$ cat config.mk
export PLATFORM = sky130hd
export DESIGN_NAME = lbus_dma_seq
export DESIGN_NICKNAME = d
export VERILOG_FILES = /design/src/rtl/lbus_dma_pkg.sv /design/src/rtl/lbus_dma_sync.sv /design/src/rtl/lbus_dma_cfg.sv /design/src/rtl/lbus_dma_seq.sv
export SDC_FILE = /design/constraint.sdc
export NUM_CORES = 1
export LEC_CHECK = 0
export ABC_AREA = 1
export BUFFER_PORTS_ARGS = -buffer_cell sky130_fd_sc_hd__buf_2
export CAP_MARGIN = 20
export CORE_UTILIZATION = 55
export DETAILED_ROUTE_END_ITERATION = 6
export GPL_ROUTABILITY_DRIVEN = 0
export GPL_TIMING_DRIVEN = 0
export HOLD_SLACK_MARGIN = 0.1
export PLACE_DENSITY_LB_ADDON = 0.2
export SLEW_MARGIN = 20
export SYNTH_ARGS = -nofsm -noshare
export SYNTH_HDL_FRONTEND = slang
export SYNTH_SLANG_ARGS = --single-unit
export TNS_END_PERCENT = 1
$ cat constraint.sdc
create_clock -name clk -period 2.8 [get_ports clk]
set_clock_uncertainty 0.15 [all_clocks]
set_input_delay 0.56 -clock clk [delete_from_list [all_inputs] [get_ports clk]]
set_output_delay 0.56 -clock clk [all_outputs]
set_load 0.02 [all_outputs]
$ cat src/rtl/lbus_dma_pkg.sv
package lbus_dma_pkg;

  typedef enum logic [1:0] {
    ST_IDLE,
    ST_ADDR,
    ST_DATA,
    ST_WAIT
  } dma_state_e;

  // Mode word layout, bit 13 down to bit 0
  typedef struct packed {
    logic       done_irq_en;
    logic       eot_stop_now;
    logic       eot_en;
    logic       demand;
    logic       fixed_addr;
    logic       burst_en;
    logic       bterm_en;
    logic       rdy_en;
    logic [3:0] wait_st;
    logic [1:0] width;
  } dma_mode_t;

  function automatic logic [2:0] beat_bytes(input logic [1:0] w);
    case (w)
      2'b00:   return 3'd1;
      2'b01:   return 3'd2;
      default: return 3'd4;
    endcase
  endfunction

endpackage

$ cat src/rtl/lbus_dma_sync.sv
module lbus_dma_sync #(
  parameter int WIDTH  = 2,
  parameter int STAGES = 2
) (
  input  logic             clk,
  input  logic             rst_n,
  input  logic [WIDTH-1:0] async_n,
  output logic [WIDTH-1:0] sync_act
);
  logic [STAGES-1:0][WIDTH-1:0] pipe;

  generate
    for (genvar s = 0; s < STAGES; s++) begin : g_stage
      if (s == 0) begin : g_first
        always_ff @(posedge clk or negedge rst_n)
          if (!rst_n) pipe[s] <= '1;
          else        pipe[s] <= async_n;
      end else begin : g_next
        always_ff @(posedge clk or negedge rst_n)
          if (!rst_n) pipe[s] <= '1;
          else        pipe[s] <= pipe[s-1];
      end
    end
  endgenerate

  assign sync_act = ~pipe[STAGES-1];
endmodule

$ cat src/rtl/lbus_dma_cfg.sv
module lbus_dma_cfg
  import lbus_dma_pkg::*;
#(
  parameter int ADDR_W = 32,
  parameter int CNT_W  = 24
) (
  input  logic              clk,
  input  logic              rst_n,
  input  logic              cfg_we,
  input  logic [1:0]        cfg_sel,
  input  logic [31:0]       cfg_wdata,
  output logic [ADDR_W-1:0] start_addr,
  output logic [CNT_W-1:0]  byte_cnt,
  output dma_mode_t         mode,
  output logic              start_req
);
  localparam int MODE_W = $bits(dma_mode_t);

  always_ff @(posedge clk or negedge rst_n) begin
    if (!rst_n) begin
      start_addr <= '0;
      byte_cnt   <= '0;
      mode       <= '0;
    end else if (cfg_we) begin
      case (cfg_sel)
        2'd0:    start_addr <= cfg_wdata[ADDR_W-1:0];
        2'd1:    byte_cnt   <= cfg_wdata[CNT_W-1:0];
        2'd2:    mode       <= dma_mode_t'(cfg_wdata[MODE_W-1:0]);
        default: ;
      endcase
    end
  end

  assign start_req = cfg_we && (cfg_sel == 2'd3);
endmodule

$ cat src/rtl/lbus_dma_seq.sv
module lbus_dma_seq
  import lbus_dma_pkg::*;
#(
  parameter int ADDR_W      = 32,
  parameter int CNT_W       = 24,
  parameter int BURST_WORDS = 4,
  parameter int SYNC_STAGES = 2
) (
  input  logic              clk,
  input  logic              rst_n,
  input  logic              cfg_we,
  input  logic [1:0]        cfg_sel,
  input  logic [31:0]       cfg_wdata,
  input  logic              s_valid,
  input  logic [31:0]       s_data,
  output logic              s_ready,
  output logic              lb_ads,
  output logic [ADDR_W-1:0] lb_addr,
  output logic              lb_dval,
  output logic [31:0]       lb_wdata,
  input  logic              lb_ready,
  input  logic              lb_bterm,
  output logic              lb_blast,
  input  logic              dreq_n,
  output logic              dack_n,
  input  logic              eot_n,
  output logic              busy,
  output logic              irq_done
);
  localparam int CAP_B = BURST_WORDS * 4;
  localparam int BB_W  = $clog2(CAP_B + 1) + 1;

  logic [ADDR_W-1:0] cfg_addr;
  logic [CNT_W-1:0]  cfg_cnt;
  dma_mode_t         cfg_mode;
  logic              start_req;

  lbus_dma_cfg #(.ADDR_W(ADDR_W), .CNT_W(CNT_W)) u_cfg (
    .clk(clk), .rst_n(rst_n), .cfg_we(cfg_we), .cfg_sel(cfg_sel),
    .cfg_wdata(cfg_wdata), .start_addr(cfg_addr), .byte_cnt(cfg_cnt),
    .mode(cfg_mode), .start_req(start_req)
  );

  logic [1:0] hs_act;
  lbus_dma_sync #(.WIDTH(2), .STAGES(SYNC_STAGES)) u_sync (
    .clk(clk), .rst_n(rst_n), .async_n({eot_n, dreq_n}), .sync_act(hs_act)
  );
  logic req_act, eot_act;
  assign req_act = hs_act[0];
  assign eot_act = hs_act[1];

  dma_state_e        state;
  dma_mode_t         mode_q;
  logic [ADDR_W-1:0] cur_addr;
  logic [CNT_W-1:0]  cnt;
  logic [1:0]        lane;
  logic [BB_W-1:0]   bbytes;
  logic [3:0]        wcnt;
  logic              eot_p, eot_fin, irq_q;

  logic [2:0] bw;
  logic       beat_go, word_last, cnt_last, cap_hit, bterm_hit, finish;
  logic [CNT_W-1:0] start_cnt;

  assign bw        = beat_bytes(mode_q.width);
  assign start_cnt = cfg_cnt & ~CNT_W'(3);
  assign beat_go   = (state == ST_DATA) && s_valid && (!mode_q.rdy_en || lb_ready);
  assign word_last = ({1'b0, lane} + bw) >= 3'd4;
  assign cnt_last  = cnt == CNT_W'(bw);
  assign cap_hit   = !mode_q.bterm_en && ((int'(bbytes) + int'(bw)) >= CAP_B);
  assign bterm_hit = mode_q.bterm_en && lb_bterm;

  assign lb_blast  = (state == ST_DATA) &&
                     (!mode_q.burst_en || cnt_last || cap_hit ||
                      (mode_q.demand && word_last) || eot_fin);
  assign finish    = cnt_last || eot_fin || (eot_p && (mode_q.eot_stop_now || lb_blast));

  assign lb_ads    = (state == ST_ADDR) && (!mode_q.demand || req_act);
  assign lb_dval   = (state == ST_DATA) && s_valid;
  assign lb_addr   = cur_addr;
  assign lb_wdata  = s_data >> {lane, 3'b000};
  assign s_ready   = beat_go && word_last;
  assign dack_n    = !(mode_q.demand && (state == ST_DATA));
  assign busy      = state != ST_IDLE;
  assign irq_done  = irq_q;

  always_ff @(posedge clk or negedge rst_n) begin
    if (!rst_n) begin
      state    <= ST_IDLE;
      mode_q   <= '0;
      cur_addr <= '0;
      cnt      <= '0;
      lane     <= '0;
      bbytes   <= '0;
      wcnt     <= '0;
      eot_p    <= 1'b0;
      eot_fin  <= 1'b0;
      irq_q    <= 1'b0;
    end else begin
      if (busy && mode_q.eot_en && eot_act) eot_p <= 1'b1;
      case (state)
        ST_IDLE: if (start_req) begin
          mode_q   <= cfg_mode;
          cur_addr <= cfg_addr;
          cnt      <= start_cnt;
          lane     <= '0;
          bbytes   <= '0;
          eot_p    <= 1'b0;
          eot_fin  <= 1'b0;
          if (start_cnt == '0) begin
            irq_q <= cfg_mode.done_irq_en;
          end else begin
            irq_q <= 1'b0;
            state <= ST_ADDR;
          end
        end
        ST_ADDR: if (lb_ads) begin
          bbytes <= '0;
          state  <= ST_DATA;
        end
        ST_DATA: if (beat_go) begin
          cnt    <= cnt - CNT_W'(bw);
          lane   <= lane + bw[1:0];
          bbytes <= bbytes + BB_W'(bw);
          cur_addr <= mode_q.fixed_addr ?
                      {cur_addr[ADDR_W-1:2], cur_addr[1:0] + bw[1:0]} :
                      cur_addr + ADDR_W'(bw);
          if (finish) begin
            state <= ST_IDLE;
            irq_q <= mode_q.done_irq_en;
          end else begin
            if (eot_p && !mode_q.eot_stop_now) eot_fin <= 1'b1;
            if (lb_blast || bterm_hit) state <= ST_ADDR;
            else if (mode_q.wait_st != 4'd0) begin
              state <= ST_WAIT;
              wcnt  <= mode_q.wait_st;
            end
          end
        end
        ST_WAIT: begin
          if (wcnt == 4'd1) state <= ST_DATA;
          else              wcnt  <= wcnt - 4'd1;
        end
        default: state <= ST_IDLE;
      endcase
    end
  end

  // Checker state: bytes moved since the last address phase
  logic [15:0] chk_bytes;
  always_ff @(posedge clk or negedge rst_n)
    if (!rst_n)       chk_bytes <= '0;
    else if (lb_ads)  chk_bytes <= '0;
    else if (beat_go) chk_bytes <= chk_bytes + 16'(bw);

  a_r4_burst_cap: assert property (@(posedge clk) disable iff (!rst_n)
    (beat_go && !mode_q.bterm_en) |-> ((chk_bytes + 16'(bw)) <= 16'(CAP_B)));

  a_r2_wait_gap: assert property (@(posedge clk) disable iff (!rst_n)
    (beat_go && mode_q.wait_st != 4'd0) |=> !lb_dval);

  a_r3_ready_gate: assert property (@(posedge clk) disable iff (!rst_n)
    (mode_q.rdy_en && s_ready) |-> lb_ready);

  a_r6_fixed_addr: assert property (@(posedge clk) disable iff (!rst_n)
    (busy && mode_q.fixed_addr && $past(busy)) |->
      (lb_addr[ADDR_W-1:2] == $past(lb_addr[ADDR_W-1:2])));

  a_r7_dack_beats: assert property (@(posedge clk) disable iff (!rst_n)
    (beat_go && mode_q.demand) |-> !dack_n);

  a_r10_irq_gated: assert property (@(posedge clk) disable iff (!rst_n)
    $rose(irq_done) |-> mode_q.done_irq_en);

  a_r13_ready_needs_valid: assert property (@(posedge clk) disable iff (!rst_n)
    s_ready |-> (s_valid && lb_dval));
endmodule

==> impl_metrics.env, run 1 <==
export IMPL_path_max_fanout=4
export IMPL_yosys_warnings=0
export IMPL_htreeDepth=4
export IMPL_yosysUniqueCellTypes=58
export IMPL_synthTopCellsByArea="dfrtp_1 (42%), nand2_1 (11%), o21ai_0 (6.1%), inv_1 (5.8%), a21oi_1 (3.9%)"
export IMPL_clock_path_buffers=2
export IMPL_post_dp_hpwl_um=20050
export IMPL_clockPowerShare_pct=18.3
export IMPL_grt_ovfl_total=0
export IMPL_rsz0062_at_grt="true"
export IMPL_synth_top_area_share_pct=41.91
export IMPL_grt_use_total_pct=32.80
export IMPL_timing_final_crit_share_pct=110.3
export IMPL_power_frac_comb_pct=51.6
export IMPL_synth_edf_count=0
export IMPL_hp_class="primary input to flip-flop"
export IMPL_slew_violations=0
export IMPL_ys_async_sr_fraction_pct=100.0
export IMPL_hold_viol_final=0
export IMPL_row_count=47
export IMPL_grt_pass1_vias=8732
export IMPL_path_clk_slew_ns=0.07
export IMPL_setup_viol=12
export IMPL_fin_ws_ns=-0.2886
export IMPL_placed_cells=1561
export IMPL_cts_tree="yes"
export IMPL_dr_first_iter_drc_count=914
export IMPL_core_area_mm2=0.01652
export IMPL_fin_cells=1621
export IMPL_antenna_found_initial=0
export IMPL_drive_above_1_share_pct=23.55
export IMPL_area_growth_pct=22.55
export IMPL_start_util_pct=56.01
export IMPL_drv_cap=0
export IMPL_postRouteAntennaNets=0
export IMPL_max_freq_ghz=0.3238
export IMPL_cts_made_buffers=17
export IMPL_intPower_w=0.006760
export IMPL_dr_pass1_iters=7
export IMPL_yosys_top_cells_count="nand2_1 (260), dfrtp_1 (155), inv_1 (143)"
export IMPL_post_drt_wl_per_cell_um=17.50
export IMPL_cp_arrival_ns=2.38
export IMPL_cts_sinks=159
export IMPL_io_buffers=144
export IMPL_seq_area_frac_synth_pct=43.04
export IMPL_post_route_drc_count=3
export IMPL_slew_headroom_pct=48.37
export IMPL_violations="design-rule violations, negative setup slack"
export IMPL_grt_max_degree=56
export IMPL_min_period_ns=3.089
export IMPL_worst_setup_path_type="flip-flop to output pin"
export IMPL_via_count=9373
export IMPL_status="finished with violations"
export IMPL_wl_um=28370
export IMPL_grt_pass1_wl_um=44390
export IMPL_chipWidth_um=131.7
export IMPL_die_y_um=131.7
export IMPL_final_util_pct=68.64
export IMPL_synth_flop_cell="dfrtp_1"
export IMPL_p_leak_nw=5.554
export IMPL_fillers=1375
export IMPL_boundaryPins=145
export IMPL_critPathCaptureType="output pin"
export IMPL_start_kind="flip-flop"
export IMPL_fin_nets=1475
export IMPL_p_per_area_mw_per_mm2=1129
export IMPL_netlist_instances=1195
export IMPL_cts_root_buffer="clkbuf_16"
export IMPL_synth_top_area_cell="dfrtp_1"
export IMPL_cp_required_ns=2.09
export IMPL_final_area_mm2=0.01134
export IMPL_synth_area_mm2=0.009255
export IMPL_p_sw_w=0.006043
export IMPL_die_area_mm2=0.01735
export IMPL_seqPwrFrac_pct=30.1
export IMPL_synth_area_per_cell_um2=7.745
export IMPL_synth_most_common_cell="nand2_1"
export IMPL_place_area_mm2=0.01032
export IMPL_diodes=0
export IMPL_ys_ff_latch=159
export IMPL_clk_latency_ns=0.44
export IMPL_syn_nets=1282
export IMPL_ir_worst_vdd_mv=0.6683
export IMPL_avgViaCountPerCell=5.782
export IMPL_swShare_pct=47.20
export IMPL_worstMarginPinSlew_ns=0.7745
==> state kept, by name, indices dropped and copies added, names as in the netlist <==
| name | count |
|---|---|
| u_cfg.byte_cnt | 22 |
| u_sync.pipe | 4 |
| mode_q | 14 |
| u_cfg.start_addr | 32 |
| lane | 2 |
| u_cfg.mode | 14 |
| cnt | 24 |
| lb_addr | 32 |
| state | 2 |
| wcnt | 4 |
| irq_done | 1 |
| eot_fin | 1 |
| eot_p | 1 |
| bbytes | 6 |
==> through the flow <==
| stage | setup TNS [ns] | hold slack, ns | setup slack, ns | total power [W] |
|---|---|---|---|---|
| after floorplan | 0 | 0.1144 | 0.3400 | 0.007963 |
| after global placement | -225.70 | 0.1959 | -1.452 | 0.009609 |
| after detailed placement | -0.9731 | 0.1968 | -0.1827 | 0.009768 |
| after CTS | -0.6402 | 0.1910 | -0.2162 | 0.01253 |
| after global routing | -2.419 | 0.2003 | -0.3565 | 0.01358 |
| final | -1.194 | 0.1933 | -0.2886 | 0.01280 |
==> power by group through the flow <==
stage / clock (W) / combinational, W / sequential (W)
after floorplan: 0 / 0.00403 / 0.00393
after global placement: 0 / 0.00580 / 0.00381
after detailed placement: 0 / 0.00594 / 0.00383
after CTS: 0.00234 / 0.00637 / 0.00381
after global routing: 0.00243 / 0.00720 / 0.00394
final: 0.00234 / 0.00660 / 0.00386
==> worst max-delay path, cell delays in order (launching register included) <==
cell and delay, ns:
dfrtp_2 0.46, inv_4 0.08, nand2_4 0.10, buf_6 0.11, nand2_1 0.07, nand2_2 0.06
inv_2 0.04, ha_4 0.15, inv_2 0.06, nand2_4 0.06, xor2_2 0.18, nand2_1 0.07
nand2_1 0.07, nor2_2 0.14, nand2_4 0.08, nand2_4 0.06, inv_2 0.03, buf_6 0.12
==> routing by layer <==
metal  routed length (um)  up-vias  global-route usage (%)
li1                     -     4361                       -
met2                13660      412                   53.26
met3                 2206       71                   6.134
met4                  817        0                   13.50
met5                    0        -                       0
met1                11680     4529                   43.26
==> worst paths after layout <==
path	depth (start not counted)	endpoint	from	slack (ns)
max in group asynchronous	4	mode_q[0]	rst_n	1.09
setup / recovery	17	lb_blast	mode_q[1]	-0.29
setup reg to reg	18	irq_done	mode_q[0]	-0.14
min in group asynchronous	2	cnt[0]	rst_n	0.48
hold reg to reg	0	u_sync.pipe[3]	u_sync.pipe[1]	0.20
hold / removal	2	u_cfg.start_addr[25]	cfg_wdata[25]	0.19
==> area by class of cell <==
class	count	area (um^2)	area share (%)
multi-input combinational	832	4628	40.81
sequential	159	3986	35.15
timing repair buffer	174	1027	9.057
inverter	155	588.1	5.185
clock buffer	19	442.9	3.905
tap	220	275.3	2.427
buffer	49	256.5	2.261
clock inverter	13	137.6	1.213
==> cells by family (layout without fill, tap and decap cells) <==
group	Yosys count	count (layout)	synth area share, %
adders and majority gates	13	13	1.758
and+or+nand+nor	513	513	25.98
xor gates and xnor gates	15	15	1.420
DFF	159	159	43.04
AOI/OAI and AO/OA	276	276	17.14
buffers and inverters	204	410	8.923
muxes	15	15	1.731
==> layout by cell type (no fill, tap or decap), types with 14 or more instances in the layout <==
master     count
clkbuf_1      29
a21oi_1       73
buf_2        145
clkbuf_16     17
nand3_1       55
nor3_1        21
a22oi_1       32
o21ai_1       16
inv_1        136
nand2_4       14
o21ai_0      113
buf_4         23
nand2_1      251
dfrtp_1      153
inv_2         16
nor2_1        85
nand2_2       20
nand4_1       25
==> timing repair <==
action,4_1_cts,5_1_grt
pin swaps,16,18
resized for setup,33,27
setup buffers,21,4
endpoints found under the setup margin,18,25
hold buffers,3,0
hold endpoints to repair,56,0
Power figures use the tool's default switching activity.
==> inputs of run 2 (changes only) <==
CORE_UTILIZATION = 50   (was 55)
GPL_TIMING_DRIVEN = default   (was 0)
==> run 2 against run 1 <==
The flow finishes with violations (negative setup slack). Final cell count down 1.7%. Via count fell by 6.5%. First-iteration DRC count is 36% lower. Critical path depth fell by 1. Utilization fell by 6.5 points. Maximum frequency up 0.23%. Worst hold slack better by 0.013 ns. Die area grew 9.8%. Critical path type unchanged. Largest power group unchanged.
==> impl_metrics.env, run 2 (synthesized netlist as in run 1, its figures left out) <==
export IMPL_dr_first_iter_drc_count=582
export IMPL_avgViaCountPerCell=5.501
export IMPL_mostFrequentLayoutCells="nand2_1 (249), dfrtp_1 (153), buf_2 (141)"
export IMPL_critPathCaptureType="output pin"
export IMPL_rsz0062_at_grt="true"
export IMPL_grt_max_degree=61
export IMPL_fin_nets=1439
export IMPL_hp_class="flip-flop to flip-flop"
export IMPL_grt_ovfl_total=0
export IMPL_post_dp_hpwl_um=18040
export IMPL_io_buffers=144
export IMPL_p_leak_nw=5.502
export IMPL_max_freq_ghz=0.3245
export IMPL_status="finished with violations"
export IMPL_die_area_mm2=0.01906
export IMPL_fin_cells=1594
export IMPL_violations="negative setup slack"
export IMPL_min_period_ns=3.081
export IMPL_postRouteAntennaNets=0
export IMPL_path_max_fanout=4
export IMPL_post_place_ws_ns=0.1047
export IMPL_start_util_pct=51.35
export IMPL_boundaryPins=145
export IMPL_cp_arrival_ns=2.37
export IMPL_cts_tree="yes"
export IMPL_timing_final_crit_share_pct=110.0
export IMPL_clk_latency_ns=0.43
export IMPL_path_clk_slew_ns=0.06
export IMPL_timing_rr_start="mode_q[1]"
export IMPL_row_count=49
export IMPL_holdCritStartpoint="u_sync.pipe[0]"
export IMPL_worst_setup_path_type="flip-flop to output pin"
export IMPL_clock_path_buffers=2
export IMPL_core_area_mm2=0.01802
export IMPL_hold_viol_final=0
export IMPL_htreeDepth=4
export IMPL_cts_made_buffers=17
export IMPL_cts_root_buffer="clkbuf_16"
export IMPL_setup_viol=8
export IMPL_drive_above_1_share_pct=23.96
export IMPL_ir_worst_vdd_mv=0.8614
export IMPL_fin_ws_ns=-0.2814
export IMPL_worstMarginPinSlew_ns=0.9273
export IMPL_antenna_found_initial=0
export IMPL_cp_required_ns=2.09
export IMPL_setup_tns_ns=-0.6962
export IMPL_via_count=8768
export IMPL_start_kind="flip-flop"
export IMPL_finalPower_w=0.01253
export IMPL_grt_pass1_vias=8223
export IMPL_wl_um=25800
export IMPL_grt_use_total_pct=27.32
export IMPL_placed_cells=1541
export IMPL_drv_cap=0
export IMPL_slew_headroom_pct=38.01
export IMPL_layout_commonest_cell="nand2_1"
export IMPL_startpoint="mode_q[1]"
export IMPL_post_route_drc_count=0
export IMPL_die_y_um=138.1
export IMPL_post_drt_wl_per_cell_um=16.19
export IMPL_slew_violations=0
export IMPL_cts_sinks=159
export IMPL_p_per_area_mw_per_mm2=1119
export IMPL_diodes=0
export IMPL_grt_pass1_wl_um=41750
export IMPL_dr_pass1_iters=6
export IMPL_area_growth_pct=21.01
export IMPL_chipWidth_um=138.1
run 2: cell count changes in the layout (fill, tap and decap cells not counted), sizes merged:
cell	before	now
clkbuf	51	23
buf	187	184
clkinv	7	4
inv	156	154
bufinv	2	3
dlygate4sd1	1	0
run 2: layout make-up:
| type | count | area [um^2] |
|---|---|---|
| Multi-Input combinational cell | 832 | 4603 |
| Sequential cell | 159 | 3986 |
| Timing Repair Buffer | 187 | 1119 |
| Fill cell | 1574 | 6825 |
| Tap cell | 229 | 286.5 |
| Inverter | 155 | 585.6 |
| Clock buffer | 23 | 488.0 |
| Clock inverter | 9 | 131.4 |
run 2: timing repair:
item                                   CTS  global route
hold buffers                             3             0
setup buffers                           15             3
cloned                                   0             0
resized for setup                       22            25
setup endpoints to repair                2            26
endpoints found under the hold margin   54             0
pin swaps                               14            10
run 2: routing by layer:
| metal | part of all wire, % | GRT usage [%] |
|---|---|---|
| met1 | 44 | 37.20 |
| met4 | 1.7 | 8.097 |
| met2 | 48 | 44.37 |
| met3 | 6.2 | 5.126 |
| met5 | 0 | 0 |
run 2: power breakdown:
part,total (W),internal (W),switching (W),leakage (nW)
Clock,0.00245,0.00150,0.000953,0.295
Sequential,0.00389,0.00307,0.000818,1.96
Combinational,0.00619,0.00224,0.00395,3.25
run 2: through the flow:
stage	hold slack, ns	utilization, %	cell area (um^2)
3_3_place_gp	0.1971	56.76	10230
5_1_grt	0.2015	62.13	11200
3_5_place_dp	0.1972	56.76	10230
2_1_floorplan	0.1144	-	9255
4_1_cts	0.2001	61.45	11080
6_report	0.2059	62.13	11200
run 2: path summary, 6_finish.rpt:
path                       depth (start not counted)             end  slack (ns)
max in group asynchronous                          3      lb_addr[7]        1.29
min in group asynchronous                          2          cnt[1]        0.56
hold reg to reg                                    0  u_sync.pipe[2]        0.21
hold / removal                                     0  u_sync.pipe[2]        0.21
setup reg to reg                                  19     lb_addr[14]       -0.08
setup / recovery                                  16        lb_blast       -0.28
run 2: critical path: stages, from the launching register on:
cell and delay [ns]:
dfrtp_2 0.49, buf_6 0.16, nor2_4 0.11, nand2_2 0.06, nand2_1 0.06, inv_1 0.04, ha_2 0.17, inv_2 0.05
nand2_2 0.06, xor2_2 0.18, nand2_1 0.08, nand2_2 0.08, nor2_4 0.13, nand2_4 0.08, nand2_4 0.06, inv_2 0.03
buf_6 0.12
==> inputs of run 3 (changes only) <==
SYNTH_HIERARCHICAL = 1   (was default)
==> run 3 against run 2 <==
The run still ends with negative setup slack left. Die area is 3.3% higher. Area after synthesis is 3.4% higher. Routed wire length is 5.2% higher. Sequential share of layout area is 0.28 points lower. Power is 3.7% lower. Non-clock buffer count is 3 lower. Via count is 5.9% higher. Synthesized cell count is 5.0% higher. Register-to-register slack better by 0.14 ns. Flip-flop and latch count stayed put. Largest power group unchanged.
==> impl_metrics.env, run 3 <==
export IMPL_yosys_warnings=6
export IMPL_boundaryPins=145
export IMPL_htreeDepth=4
export IMPL_slowest_stage="dfrtp_2"
export IMPL_crit_path_cell_trace="nor2_4 -> buf_4 -> ha_1 -> nand3_1 -> nor3_1 -> nand2_1 -> nand2_1 -> nor2_2 -> nand2_2 -> nand2_2 -> inv_2 -> buf_6"
export IMPL_grt_pass1_vias=8180
export IMPL_postRouteAntennaNets=0
export IMPL_start_kind="flip-flop"
export IMPL_cpPeakStageDelay_ns=0.50
export IMPL_die_y_um=140.3
export IMPL_cpLargestDelayFamily="simple AND/OR/NAND/NOR gates"
export IMPL_whs_path_depth=0
export IMPL_path_max_fanout=5
export IMPL_worst_setup_path_type="flip-flop to output pin"
export IMPL_cp_required_ns=2.09
export IMPL_whs_endpoint="u_sync/pipe[3]"
export IMPL_grt_max_degree=72
export IMPL_grt_ovfl_total=0
export IMPL_status="finished with violations"
export IMPL_post_route_drc_count=0
export IMPL_diodes=0
export IMPL_avgViaCountPerCell=5.649
export IMPL_synth_area_mm2=0.009568
export IMPL_dr_first_iter_drc_count=656
export IMPL_ir_worst_vdd_mv=0.4770
export IMPL_grt_use_total_pct=27.76
export IMPL_timing_hold_ws_ns=0.2070
export IMPL_chipWidth_um=140.3
export IMPL_p_leak_nw=5.661
export IMPL_drive_above_1_share_pct=22.70
export IMPL_path_clk_slew_ns=0.07
export IMPL_post_place_ws_ns=0.05424
export IMPL_cts_root_buffer="clkbuf_16"
export IMPL_drv_cap=0
export IMPL_hold_viol_final=0
export IMPL_worstMarginPinSlew_ns=0.7651
export IMPL_area_growth_pct=17.99
export IMPL_r2r_setup_slack_ns=0.06
export IMPL_synth_area_per_cell_um2=7.624
export IMPL_clock_path_buffers=2
export IMPL_r2r_end="lb_addr[26]"
export IMPL_antenna_found_initial=0
export IMPL_cts_sinks=159
export IMPL_crit_buf_inv=3
export IMPL_setup_viol=2
export IMPL_rsz0062_at_grt="true"
export IMPL_layout_commonest_cell="nand2_1"
export IMPL_netlist_instances=1255
export IMPL_core_area_mm2=0.01871
export IMPL_post_drt_wl_per_cell_um=16.52
export IMPL_timing_final_crit_share_pct=107.0
export IMPL_seq_area_mm2=0.003986
export IMPL_slew_headroom_pct=49.00
export IMPL_holdCritStartpoint="u_sync/pipe[1]"
export IMPL_timing_rr_start="mode_q[1]"
export IMPL_min_period_ns=2.997
export IMPL_critPathCaptureType="output pin"
export IMPL_cts_made_buffers=17
export IMPL_reg2regPathDepth=18
export IMPL_fin_nets=1484
export IMPL_max_freq_ghz=0.3337
export IMPL_hp_class="flip-flop to flip-flop"
export IMPL_io_buffers=144
export IMPL_via_count=9287
export IMPL_fillers=1656
export IMPL_post_dp_hpwl_um=19370
export IMPL_fin_ws_ns=-0.1969
export IMPL_finalPower_w=0.01207
export IMPL_grt_pass1_wl_um=42870
export IMPL_row_count=50
export IMPL_cp_arrival_ns=2.29
export IMPL_p_per_area_mw_per_mm2=1069
export IMPL_dr_pass1_iters=5
export IMPL_violations="negative setup slack"
export IMPL_mostFrequentLayoutCells="nand2_1 (327), dfrtp_1 (153), buf_2 (141)"
export IMPL_slew_violations=0
export IMPL_syn_nets=1342
export IMPL_die_area_mm2=0.01969
export IMPL_wl_um=27150
export IMPL_clk_latency_ns=0.43
export IMPL_multiInputGateArea_mm2=0.004846
export IMPL_start_util_pct=51.15
export IMPL_cts_tree="yes"
run 3: changes by cell type in the layout (fill, tap and decap cells not counted), sizes merged, moves of 4 or more:
cell    delta
nor2      +13
xor2       -5
clkbuf     -6
o21ai     -53
a22oi      -4
nor4       +4
nand4     +31
mux2       -8
inv       -15
nand3     +25
nand2     +76
run 3: worst register-to-register path: stages, from the launching register on:
cell and delay [ns]:
dfrtp_2 0.49, inv_4 0.12, nand2_4 0.06, buf_4 0.14, nand2_1 0.09, nand2_1 0.07, inv_2 0.06, ha_1 0.14
inv_1 0.06, nand2_2 0.06, nand2_2 0.06, a21oi_4 0.27, nand2_4 0.13, nor2_8 0.15, nand3_2 0.13, nor2_2 0.15
a21oi_1 0.08, o21ai_0 0.11, a2bb2oi_1 0.10
run 3: routing by layer:
metal	share of wire [%]	vias to the layer above	wire length, um	track usage (%)
met5	0	-	0	0
li1	-	4485	-	-
met2	45	395	12230	42.11
met4	1.9	0	517	8.444
met1	46	4374	12410	40.82
met3	7.3	33	1990	4.239
run 3: how the worst max path moves through the flow:
| stage | from | end | cells after the start |
|---|---|---|---|
| final | mode_q[1] | lb_blast | 12 |
| after global routing | mode_q[1] | lb_blast | 18 |
| after CTS | mode_q[0] | lb_blast | 16 |
| after detailed placement | mode_q[1] | lb_blast | 15 |
| after global placement | mode_q[1] | lb_blast | 15 |
| after floorplan | lane[1] | lb_blast | 16 |
run 3: final cells by class:
type | count | area share, %
tap | 234 | 2.593
clock inverter | 15 | 1.430
inverter | 127 | 4.267
clock buffer | 17 | 3.768
timing repair buffer | 184 | 9.708
sequential | 159 | 35.31
multi-input combinational | 908 | 42.92
run 3: metrics by stage:
stage	instances	utilization [%]	area [um^2]	TNS, ns
after CTS	1640	59.68	11160	-0.2743
after global placement	1595	55.59	10400	0
after global routing	1644	60.35	11290	-0.6664
final	1644	60.35	11290	-0.2154
after floorplan	1255	-	9568	0
after detailed placement	1595	55.59	10400	0
run 3: power by group:
group | internal [W] | total [W] | switching [W]
clock | 0.00127 | 0.00234 | 0.00107
combinational | 0.00207 | 0.00583 | 0.00376
sequential | 0.00304 | 0.00390 | 0.000859
total | 0.00639 | 0.0121 | 0.00568
run 3: timing repair:
item / in CTS / in global routing
endpoints found under the setup margin: 2 / 18
hold buffers: 3 / 0
pin swaps: 11 / 8
buffers inserted: 10 / 3
endpoints found under the hold margin: 46 / 0
resized for setup: 19 / 18
